### src/rtl/bridge_pkg.sv
package bridge_pkg;

  typedef enum logic [1:0] {
    ST_IDLE  = 2'd0,
    ST_RAISE = 2'd1,
    ST_LOWER = 2'd2
  } bridgeState_e;

  typedef struct packed {
    logic accept;
    logic finish;
  } bridgeStrobe_t;

endpackage

### src/rtl/bridge_dp.sv
module bridge_dp #(
  parameter int DATA_W = 8
) (
  input  logic                      clk,
  input  logic                      rstN,
  input  logic                      togReqIn,
  input  logic [DATA_W-1:0]         dataIn,
  input  bridge_pkg::bridgeStrobe_t strobe,
  output logic                      reqPending,
  output logic                      togAckOut,
  output logic [DATA_W-1:0]         dataOut
);

  logic              seenPhase;
  logic              ackPhase;
  logic [DATA_W-1:0] dataReg;

  // a sender change is visible as a mismatch with the last accepted level
  assign reqPending = togReqIn ^ seenPhase;

  always_ff @(posedge clk) begin
    if (!rstN) begin
      seenPhase <= 1'b0;
      ackPhase  <= 1'b0;
      dataReg   <= '0;
    end else begin
      if (strobe.accept) begin
        seenPhase <= togReqIn;
        dataReg   <= dataIn;
      end
      if (strobe.finish) begin
        ackPhase <= ~ackPhase;
      end
    end
  end

  assign togAckOut = ackPhase;
  assign dataOut   = dataReg;

endmodule

### src/rtl/bridge_ctrl.sv
module bridge_ctrl (
  input  logic                      clk,
  input  logic                      rstN,
  input  logic                      reqPending,
  input  logic                      lvlAckIn,
  output bridge_pkg::bridgeStrobe_t strobe,
  output logic                      lvlReqOut
);
  import bridge_pkg::*;

  bridgeState_e stateQ, stateD;

  always_comb begin
    stateD        = stateQ;
    strobe.accept = 1'b0;
    strobe.finish = 1'b0;
    unique case (stateQ)
      ST_IDLE: begin
        // start only once the receiver has fully returned to zero
        if (reqPending && !lvlAckIn) begin
          stateD        = ST_RAISE;
          strobe.accept = 1'b1;
        end
      end
      ST_RAISE: begin
        if (lvlAckIn) stateD = ST_LOWER;
      end
      ST_LOWER: begin
        if (!lvlAckIn) begin
          stateD        = ST_IDLE;
          strobe.finish = 1'b1;
        end
      end
      default: stateD = ST_IDLE;
    endcase
  end

  always_ff @(posedge clk) begin
    if (!rstN) stateQ <= ST_IDLE;
    else       stateQ <= stateD;
  end

  assign lvlReqOut = (stateQ == ST_RAISE);

endmodule

### src/rtl/phase_bridge.sv
module phase_bridge #(
  parameter int DATA_W = 8
) (
  input  logic              clk,
  input  logic              rstN,
  input  logic              togReqIn,
  output logic              togAckOut,
  input  logic [DATA_W-1:0] dataIn,
  output logic              lvlReqOut,
  input  logic              lvlAckIn,
  output logic [DATA_W-1:0] dataOut
);

  bridge_pkg::bridgeStrobe_t strobe;
  logic                      reqPending;

  bridge_ctrl u_ctrl (
    .clk        (clk),
    .rstN       (rstN),
    .reqPending (reqPending),
    .lvlAckIn   (lvlAckIn),
    .strobe     (strobe),
    .lvlReqOut  (lvlReqOut)
  );

  bridge_dp #(.DATA_W(DATA_W)) u_dp (
    .clk        (clk),
    .rstN       (rstN),
    .togReqIn   (togReqIn),
    .dataIn     (dataIn),
    .strobe     (strobe),
    .reqPending (reqPending),
    .togAckOut  (togAckOut),
    .dataOut    (dataOut)
  );

endmodule

### config.mk
export PLATFORM = sky130hd
export DESIGN_NAME = phase_bridge
export DESIGN_NICKNAME = d
export VERILOG_FILES = /design/src/rtl/bridge_pkg.sv /design/src/rtl/bridge_dp.sv /design/src/rtl/bridge_ctrl.sv /design/src/rtl/phase_bridge.sv
export SDC_FILE = /design/constraint.sdc
export NUM_CORES = 1
export LEC_CHECK = 0
export CAP_MARGIN = 30
export CORE_AREA = 10 10 47 49
export CTS_CLUSTER_DIAMETER = 200
export CTS_CLUSTER_SIZE = 12
export DETAILED_ROUTE_END_ITERATION = 12
export DIE_AREA = 0 0 57 59
export DONT_BUFFER_PORTS = 1
export HOLD_SLACK_MARGIN = 0.1
export SETUP_SLACK_MARGIN = 0.5
export SLEW_MARGIN = 30
export SYNTH_ARGS = -nofsm -noshare
export SYNTH_HDL_FRONTEND = slang
export SYNTH_SLANG_ARGS = --single-unit
### constraint.sdc
create_clock -name clk -period 1.6 [get_ports clk]
set_clock_uncertainty 0.05 [all_clocks]
set_input_delay 0.32 -clock clk [delete_from_list [all_inputs] [get_ports clk]]
set_output_delay 0.32 -clock clk [all_outputs]
set_load 0.005 [all_outputs]
==> results of run 1 <==
## sequential cells by signal (all words and copies together) (netlist names)
signal,count
u_dp.dataOut,8
u_dp.togAckOut,1
u_ctrl.stateQ,2
u_dp.seenPhase,1
## metrics by stage
stage | setup slack, ps | total power [W] | hold WS [ps] | utilization (%)
final | 443 | 0.000643 | 121 | 42.7
after floorplan | 507 | 0.000393 | 401 | -
after detailed placement | 254 | 0.000397 | 393 | 36.2
after CTS | 392 | 0.000651 | 108 | 41.6
after global placement | 278 | 0.000395 | 391 | 36.2
after global routing | 349 | 0.000685 | 100 | 42.7
## area by class of cell
class / instances / area [sq um] / share of cell area, %
clock buffer: 4 / 36.3 / 6.07
multi-input combinational: 37 / 255 / 42.7
sequential: 12 / 245 / 41.0
tap: 16 / 20.0 / 3.35
timing repair buffer: 5 / 41.3 / 6.90
## per-layer routing
metal,track usage [%],up-vias,routed length (microns)
li1,-,182,-
met1,6.70,153,446
met2,8.68,11,492
met3,3.43,2,83
met4,6.04,0,10
met5,0,-,0
## worst min-delay path by stage
| stage | startpoint | end | slack [ps] |
|---|---|---|---|
| after CTS | rstN | u_ctrl.stateQ[0] | 110 |
| after global routing | rstN | u_ctrl.stateQ[0] | 100 |
| after global placement | rstN | u_ctrl.stateQ[0] | 390 |
| final | rstN | u_ctrl.stateQ[0] | 120 |
| after detailed placement | rstN | u_ctrl.stateQ[0] | 390 |
| after floorplan | u_dp.dataOut[0] | u_dp.dataOut[0] | 400 |
## where the power goes
group / leakage (nW) / internal (W) / switching [W]
Clock: 0.0210 / 0.000138 / 0.0000935
Combinational: 0.139 / 0.0000482 / 0.0000282
Sequential: 0.0992 / 0.000318 / 0.0000172
## worst register-to-register path, cell delays in order (launching register included)
cell	delay (ps)
dfxtp_2	360
nor3_4	190
and2_4	190
buf_6	130
mux2i_1	170
## logic make-up after synthesis
kind of cell / count (synthesis)
flip-flops: 12
XOR/XNOR: 3
AND/OR/NAND/NOR: 24
buffers and inverters: 3
multiplexers: 9
AO/OA/AOI/OAI: 1
## Yosys cell counts
library cell  number
and2_1             2
xor2_1             3
clkbuf_1           2
nor3_2             1
mux2i_1            9
dfxtp_1           12
buf_6              1
nor2b_1            3
nand2_1           16
nor3b_1            1
and3_1             1
o21a_1             1
## cells in the final DEF (no fill, tap or decap), drive strengths merged
master,netlist,routed
nor3b,1,1
buf,1,5
o21a,1,1
nor3,1,1
clkbuf,2,4
xor2,3,3
and3,1,1
dfxtp,12,12
nor2b,3,3
and2,2,2
nand2,16,16
mux2i,9,9
## timing repair
item / CTS / global route
resized for setup: 9 / 0
setup endpoints to repair: 10 / 12
pin swaps: 2 / 2
cloned: 0 / 0
hold endpoints to repair: 0 / 0
hold buffers: 0 / 0
buffers inserted: 2 / 2
==> impl_results.md, run 1 <==
* Status: completed
* Clock Sink Count at 12
* IO Port Bufs at 0
* Power Density at 1080 nW/um^2
* Max frequency at 864 MHz
* Cell accounting for the most synthesized area: dfxtp_1
* CP endpoint kind: output pin
* Multiplexer area fraction after synthesis at 18.1%
* Via/cell ratio at ~4.7
* DP Area at 507 sq um
* RSZ-0062 raised after global routing: true
* Reg-to-reg critical path startpoint: u_ctrl.stateQ[1]
* Synth warn at 0
* Slew margin rel. at around 86%
* Least-Margin Pin Slew at approximately 210 ps
* # fillers at 155
* Main combinational cell family by area after synthesis: simple AND/OR/NAND/NOR gates
* Synth Instances at 52
* Synth Net Count at 64
* 1st-iter DRT viols at 5
* Worst r2r dst: u_dp.dataOut[6]
* Leakage at between 0.2 and 0.3 nW
* Layout area overhead at 20.1%
* Worst path slowest cell: dfxtp_4
* Hpwl dp at 764 microns
* GRT Resource Usage Total at 6.33%
* Top delay family on crit path: flip-flops
* CTS tree: yes
* Synth unique cells at 12
* Die area at 3360 sq um
* Post-Synth Adder-Cell Area at 0%
* Worst endpoint required time at 1230 ps
* Die Height at 59 microns
* Vias in the first global route at roughly 350
* DIE WIDTH at ~57 microns
* Final Hold Fails at 0
* Seq/Total Area, Yosys at 48.2%
* CP startpoint kind: flip-flop
* Critical path arrival at 790 ps
* Synthesized area per cell at 9.58 sq um
* Total number of vias at 348
* Synth Area in Compound Gates at ~1.5%
* Largest stage delay, worst path at 370 ps
* Pin count of the biggest net entering global routing at 21
* H-tree levels at 1
* Worst skew pair latency at between 200 and 300 ps
* Fin area at roughly 600 sq um
* Fraction of layout cells with a size suffix above 1 at between 20% and 30%
* Reg clk slew, reported paths at around 70 ps
* Worst path bufs/invs at 0
* I/O pins at 22
* Drt pass-1 iters at 3
* Worst hold path cell count at 1
* XOR/XNOR Fraction of Synth Area at 5.28%
* Simple-gate portion of the synthesized area at 23.1%
* Synth Cell Area at roughly 500 sq um
* Max Buffers Root-to-Sink at 2
* Worst setup path start: u_ctrl.stateQ[0]
* Top cells by area, synth: dfxtp_1, mux2i_1, nand2_1
* Final period util at 72.3%
* Cells after DPL at 66
* Total CTS buffers at 3
* Routed length per instance at between 10 and 15 microns
* CP max FO at 3
* Post-route DRC at 0
* # setup viols final at 0
* Post-route setup TNS at 0 ps
* Initial antenna violation count at 0
* Worst path depth at 1
* Yosys top cell area share at between 40% and 50%
* Worst vdd ir at 0.000503 V
* Final cell count without fillers at between 70 and 80
* Cell Chain, Critical Path: nor2b_4
* Root buf cell: clkbuf_4
* Initial Util at 35.5%
* Setup crit end: lvlReqOut
* Number of diodes at 0
* Min-Delay Path Class: input port to flip-flop
* Congestion Overflow GR at 0
* Nets at 71
* Drt total wl at 1.03 mm
* Total core area at 1400 sq um
* Max-slew violation count at 0
* Kind of critical path: flip-flop to output pin
* Placer congestion estimate at 0.591
* Num rows at 14
* Internal reg-to-reg setup slack at ~450 ps
* Detail Route Antenna Nets at 0
* Min Clock Period, post-route at 1160 ps
* First-pass GRT wire length at 1.58 mm
* R2r worst-path depth at 4
* Max-cap violations at 0
* Synthesized flop and latch total at 12
Note: power is estimated with default switching activity, not from simulation.
==> run 2, diff against run 1 <==
Settings changed: ABC_AREA set to 1.
Clock period 1.6 ns to 0.98 ns, I/O delays scaled along.
==> impl_results.md, run 2 <==
* Synth Cell Area at 569 sq um
* Cells after DPL at 99
* Max Buffers Root-to-Sink at 2
* Placer congestion estimate at 0.735
* Die area at 3360 sq um
* Synth Net Count at 95
* IO Port Bufs at 0
* Kind of critical path: flip-flop to flip-flop
* CP startpoint kind: flip-flop
* Post-placement worst setup slack at -34.3 ps
* Worst endpoint required time at 1130 ps
* Leakage at 0.354 nW
* Total core area at between 1000 and 1500 sq um
* CP endpoint kind: flip-flop
* Min Clock Period, post-route at between 1000 and 1500 ps
* Synth Instances at 83
* GRT Resource Usage Total at 8.35%
* Number of flops mapped to enable cells by yosys at 0
* Cell accounting for the most synthesized area: dfxtp_1
* Worst path slowest cell: dfxtp_2
* Total CTS buffers at 3
* Routed length per instance at 12.3 microns
* CP max FO at 8
* P_int at approximately 0.00086 W
* Worst hold path cell count at 2
* Synthesized flop and latch total at 12
* Layout area overhead at 27.9%
* Number of diodes at 0
* Post-route DRC at 0
* Drt total wl at between 1 and 1.5 mm
* FFs w/ async S/R, synth at 0%
* Worst vdd ir at 0.000914 V
* Max FFs per register at 8
* DP Area at 596 sq um
* I/O pins at 22
* Synth unique cells at 15
* Largest stage delay, worst path at 340 ps
* Max-cap violations at 0
* Clock Sink Count at 12
* Sw Share at ~27%
* Cell Chain, Critical Path: inv_4 > buf_6 > buf_6 > nand3_4 > nor2_8 > nor2_1 > nor2_1
* Total number of vias at 503
* Initial antenna violation count at 0
* # fillers at 162
* Worst setup path start: u_ctrl.stateQ[0]
* Most frequent cell after synthesis: nor2_1
* Worst hold endpoint: u_dp.seenPhase
* CTS tree: yes
* Reg clk slew, reported paths at 70 ps
* DIE WIDTH at between 50 and 60 microns
* Synth warn at 0
* Pin count of the biggest net entering global routing at 11
* Least-Margin Pin Slew at ~180 ps
* Max frequency at ~890 MHz
* Hold wc startpoint: rstN
* Yosys top cell area share at a little over two fifths
* Min-Delay Path Class: input port to flip-flop
* Clock network fraction of design power at 32.5%
* # setup viols final at 11
* Drt pass-1 iters at 3
* Hold WS at -17.5 ps
* Final period util at 115%
* Detail Route Antenna Nets at 0
* Worst skew pair latency at 260 ps
* Post-route setup TNS at -1240 ps
* Status: finished with violations
* Synth Flop Type: dfxtp_1
* 1st-iter DRT viols at 4
* R2r worst-path depth at 7
* Critical path arrival at 1270 ps
* First-pass GRT wire length at 2.25 mm
* Nets at approximately 110
* Leading cell types in the layout, fill and taps excluded: nor2_1, nand2_1, dfxtp_2
* Final worst slack at -144 ps
* Internal reg-to-reg setup slack at -140 ps
* RSZ-0062 raised after global routing: true
* Final cell count without fillers at 108
* Via/cell ratio at 4.66
* Fraction of layout cells with a size suffix above 1 at 41.3%
* Failing checks: hold timing, setup timing
* Synth top cells by count: nor2_1, nand2_1, dfxtp_1
* Seq/Total Area, Yosys at 42.2%
* Reg-to-reg critical path startpoint: u_ctrl.stateQ[0]
* Worst r2r dst: u_dp.dataOut[4]
* Fin area at 728 sq um
* Vias in the first global route at 516
* Comb pwr share at about a fifth
* Sequential share of power at 48.9%
* Slew margin rel. at 87.7%
* Final Hold Fails at 7
* Synthesized area per cell at 6.86 sq um
* Commonest non-fill, non-tap cell in the layout: nor2_1
* Hpwl dp at 965 microns
* Congestion Overflow GR at 0
* Top cells by area, synth: dfxtp_1, nor2_1, nand2_1
* H-tree levels at 1
* Initial Util at around two fifths
* Die Height at 59 microns
* Power Density at 1610 nW/um^2
* Max-slew violation count at 0
* Root buf cell: clkbuf_4
* Num rows at 14
* Net Sw Power at 0.000315 W
-- run 2: cell types whose count changed in the layout (fill, tap and decap cells not counted), sizes merged, moves of 9 or more --
| cell | before | now |
|---|---|---|
| inv | 0 | 14 |
| nand3 | 0 | 9 |
| mux2i | 9 | 0 |
| nor2 | 0 | 24 |
-- run 2: worst max-delay path: cells and delay by family, from the launching register on --
kind / cells / cell delay [ps]
buffers and inverters: 3 / 250
DFF: 1 / 340
and+or+nand+nor: 4 / 420
-- run 2: stage by stage --
step / power [W] / util [%]
floorplan: 0.000714 / -
global placement: 0.000742 / 42.5
detailed placement: 0.000746 / 42.5
CTS: 0.00118 / 50.1
global route: 0.00126 / 52.0
finish: 0.00117 / 52.0
-- run 2: repair_timing --
action | CTS | global route
buffers inserted | 3 | 1
pin swaps | 17 | 9
endpoints found under the hold margin | 12 | 12
setup endpoints to repair | 22 | 22
cloned | 1 | 0
resized for setup | 18 | 6
-- run 2: cell type report --
class | count | area, sq um | area share [%]
tap | 16 | 20.0 | 2.75
clock buffer | 4 | 36.3 | 4.98
timing repair buffer | 5 | 48.8 | 6.70
multi-input combinational | 57 | 313 | 43.0
inverter | 14 | 55.1 | 7.56
sequential | 12 | 255 | 35.1
-- run 2: worst max path at each step --
stage / to / slack (ps)
floorplan: u_dp.dataOut[0] / 50
global placement: u_dp.dataOut[3] / -20
detailed placement: u_dp.dataOut[5] / -30
CTS: lvlReqOut / -150
global route: u_dp.dataOut[6] / -220
finish: u_dp.dataOut[4] / -140
-- run 2: kinds of logic after synthesis --
| group | after synthesis | synth area share, % |
|---|---|---|
| AOI/OAI and AO/OA | 3 | 2.64 |
| buffers and inverters | 15 | 10.1 |
| DFF | 12 | 42.2 |
| and+or+nand+nor | 53 | 45.1 |
-- run 2: power by group through the flow --
stage	Sequential (W)	Clock, W	Combinational, W
after floorplan	0.000564	0	0.000150
after global placement	0.000573	0	0.000169
after detailed placement	0.000574	0	0.000172
after CTS	0.000573	0.000401	0.000204
after global routing	0.000581	0.000433	0.000249
final	0.000573	0.000381	0.000218
-- run 2: metal layers --
metal | global-route usage [%] | wire, microns
met4 | 4.03 | 9
met3 | 5.15 | 108
met1 | 7.97 | 498
met5 | 0 | 0
met2 | 14.0 | 707
==> run 3, diff against run 2 <==
Settings changed: REMOVE_ABC_BUFFERS set to 1.
==> impl_results.md, run 3 (synthesis gave the netlist of run 2 again) <==
* I/O pins at 22
* Reg-to-reg critical path startpoint: u_ctrl.stateQ[0]
* Commonest non-fill, non-tap cell in the layout: nor2_1
* Register area at 255 sq um
* Congestion Overflow GR at 0
* Least-Margin Pin Slew at 228 ps
* Leakage at about 0.36 nW
* Cell Chain, Critical Path: inv_4 > nor2_4 > buf_6
* Critical path arrival at 860 ps
* Clock Sink Count at 12
* CP max FO at 3
* Leading cell types in the layout, fill and taps excluded: nor2_1, nand2_1, dfxtp_2
* Layout area overhead at 31.9%
* Total number of vias at 512
* Status: finished with violations
* Largest stage delay, worst path at between 300 and 400 ps
* Power Density at 1580 nW/um^2
* CTS tree: yes
* Total core area at 1400 sq um
* Max Buffers Root-to-Sink at 2
* Max frequency at 904 MHz
* Hold WS at -24.5 ps
* Routed length per instance at 12.0 microns
* # fillers at 145
* CP endpoint kind: output pin
* Pin count of the biggest net entering global routing at 11
* Worst endpoint required time at 730 ps
* CP startpoint kind: flip-flop
* Util after Layout at 53.6%
* Max FFs per register at 8
* IO Port Bufs at 0
* DP Area at 592 sq um
* Initial antenna violation count at 0
* Min Clock Period, post-route at around 1100 ps
* Post-route DRC at 0
* GRT Resource Usage Total at 7.64%
* Placer congestion estimate at 0.715
* Final period util at 113%
* Final Hold Fails at 8
* 1st-iter DRT viols at 14
* Die Height at 59 microns
* Slew margin rel. at 84.8%
* Max-slew violation count at 0
* RSZ-0062 raised after global routing: true
* Fin area at 751 sq um
* Hpwl dp at 962 microns
* Internal reg-to-reg setup slack at -90 ps
* Final worst slack at -127 ps
* Root buf cell: clkbuf_4
* Via/cell ratio at 4.70
* Vias in the first global route at 482
* Worst vdd ir at 0.000947 V
* Worst setup path start: u_ctrl.stateQ[0]
* Drt pass-1 iters at 5
* First-pass GRT wire length at 2.09 mm
* Nets at 106
* Worst skew pair latency at about 270 ps
* Multi-input logic area at 329 sq um
* Fraction of layout cells with a size suffix above 1 at 44.1%
* Total CTS buffers at 3
* Detail Route Antenna Nets at 0
* H-tree levels at 1
* Cells after DPL at 99
* Failing checks: hold timing, setup timing
* Reg clk slew, reported paths at roughly 70 ps
* Final cell count without fillers at between 100 and 150
* Min-Delay Path Class: input port to flip-flop
* DIE WIDTH at 57 microns
* Max-cap violations at 0
* Drt total wl at 1.30 mm
* Kind of critical path: flip-flop to output pin
* Initial Util at 40.6%
* Number of diodes at 0
* Worst path slowest cell: dfxtp_2
* # setup viols final at 12
* Die area at 3360 sq um
* Num rows at 14
* Hold wc startpoint: rstN
-- run 3: layout make-up --
class                      count  share of cell area (%)
multi-input combinational     57                    43.8
inverter                      14                    7.67
clock buffer                   4                    4.83
tap                           16                    2.67
sequential                    12                    34.0
timing repair buffer           6                    7.00
-- run 3: worst paths after layout --
| kind | to | cells after the start |
|---|---|---|
| max | lvlReqOut | 3 |
| min | u_dp.dataOut[5] | 2 |
| max reg2reg | u_dp.dataOut[1] | 7 |
| min reg2reg | u_dp.togAckOut | 2 |
-- run 3: stage by stage --
stage / setup slack (ps) / total power [W] / TNS (ps)
floorplan: 30.4 / 0.000708 / 0
global placement: -51.3 / 0.000740 / -356
detailed placement: -80.4 / 0.000746 / -565
CTS: -152 / 0.00118 / -683
global route: -168 / 0.00125 / -1600
finish: -127 / 0.00119 / -766
-- run 3: worst max-delay path: cells and delay by family, from the launching register on --
family,cells,cell delay [ps]
flip-flops,1,350
buffers and inverters,2,150
AND/OR/NAND/NOR,1,90
-- run 3: power breakdown --
part | total, W | leakage (nW) | internal [W] | switching [W]
Sequential | 0.000571 | 0.103 | 0.000538 | 0.0000338
Clock | 0.000389 | 0.0210 | 0.000226 | 0.000163
Combinational | 0.000227 | 0.233 | 0.0000977 | 0.000129
-- run 3: per-layer routing --
metal,global-route usage [%],vias up,wire [microns]
met3,4.72,4,140
met5,0,-,0
li1,-,273,-
met1,7.70,219,475
met2,12.1,16,661
met4,4.03,0,25
-- run 3: timing repair --
item                                    in CTS  in global routing
pin swaps                                    4                  3
setup buffers                                3                  2
resized for setup                           19                  9
cloned                                       1                  0
endpoints found under the hold margin       12                 12
endpoints found under the setup margin      22                 22
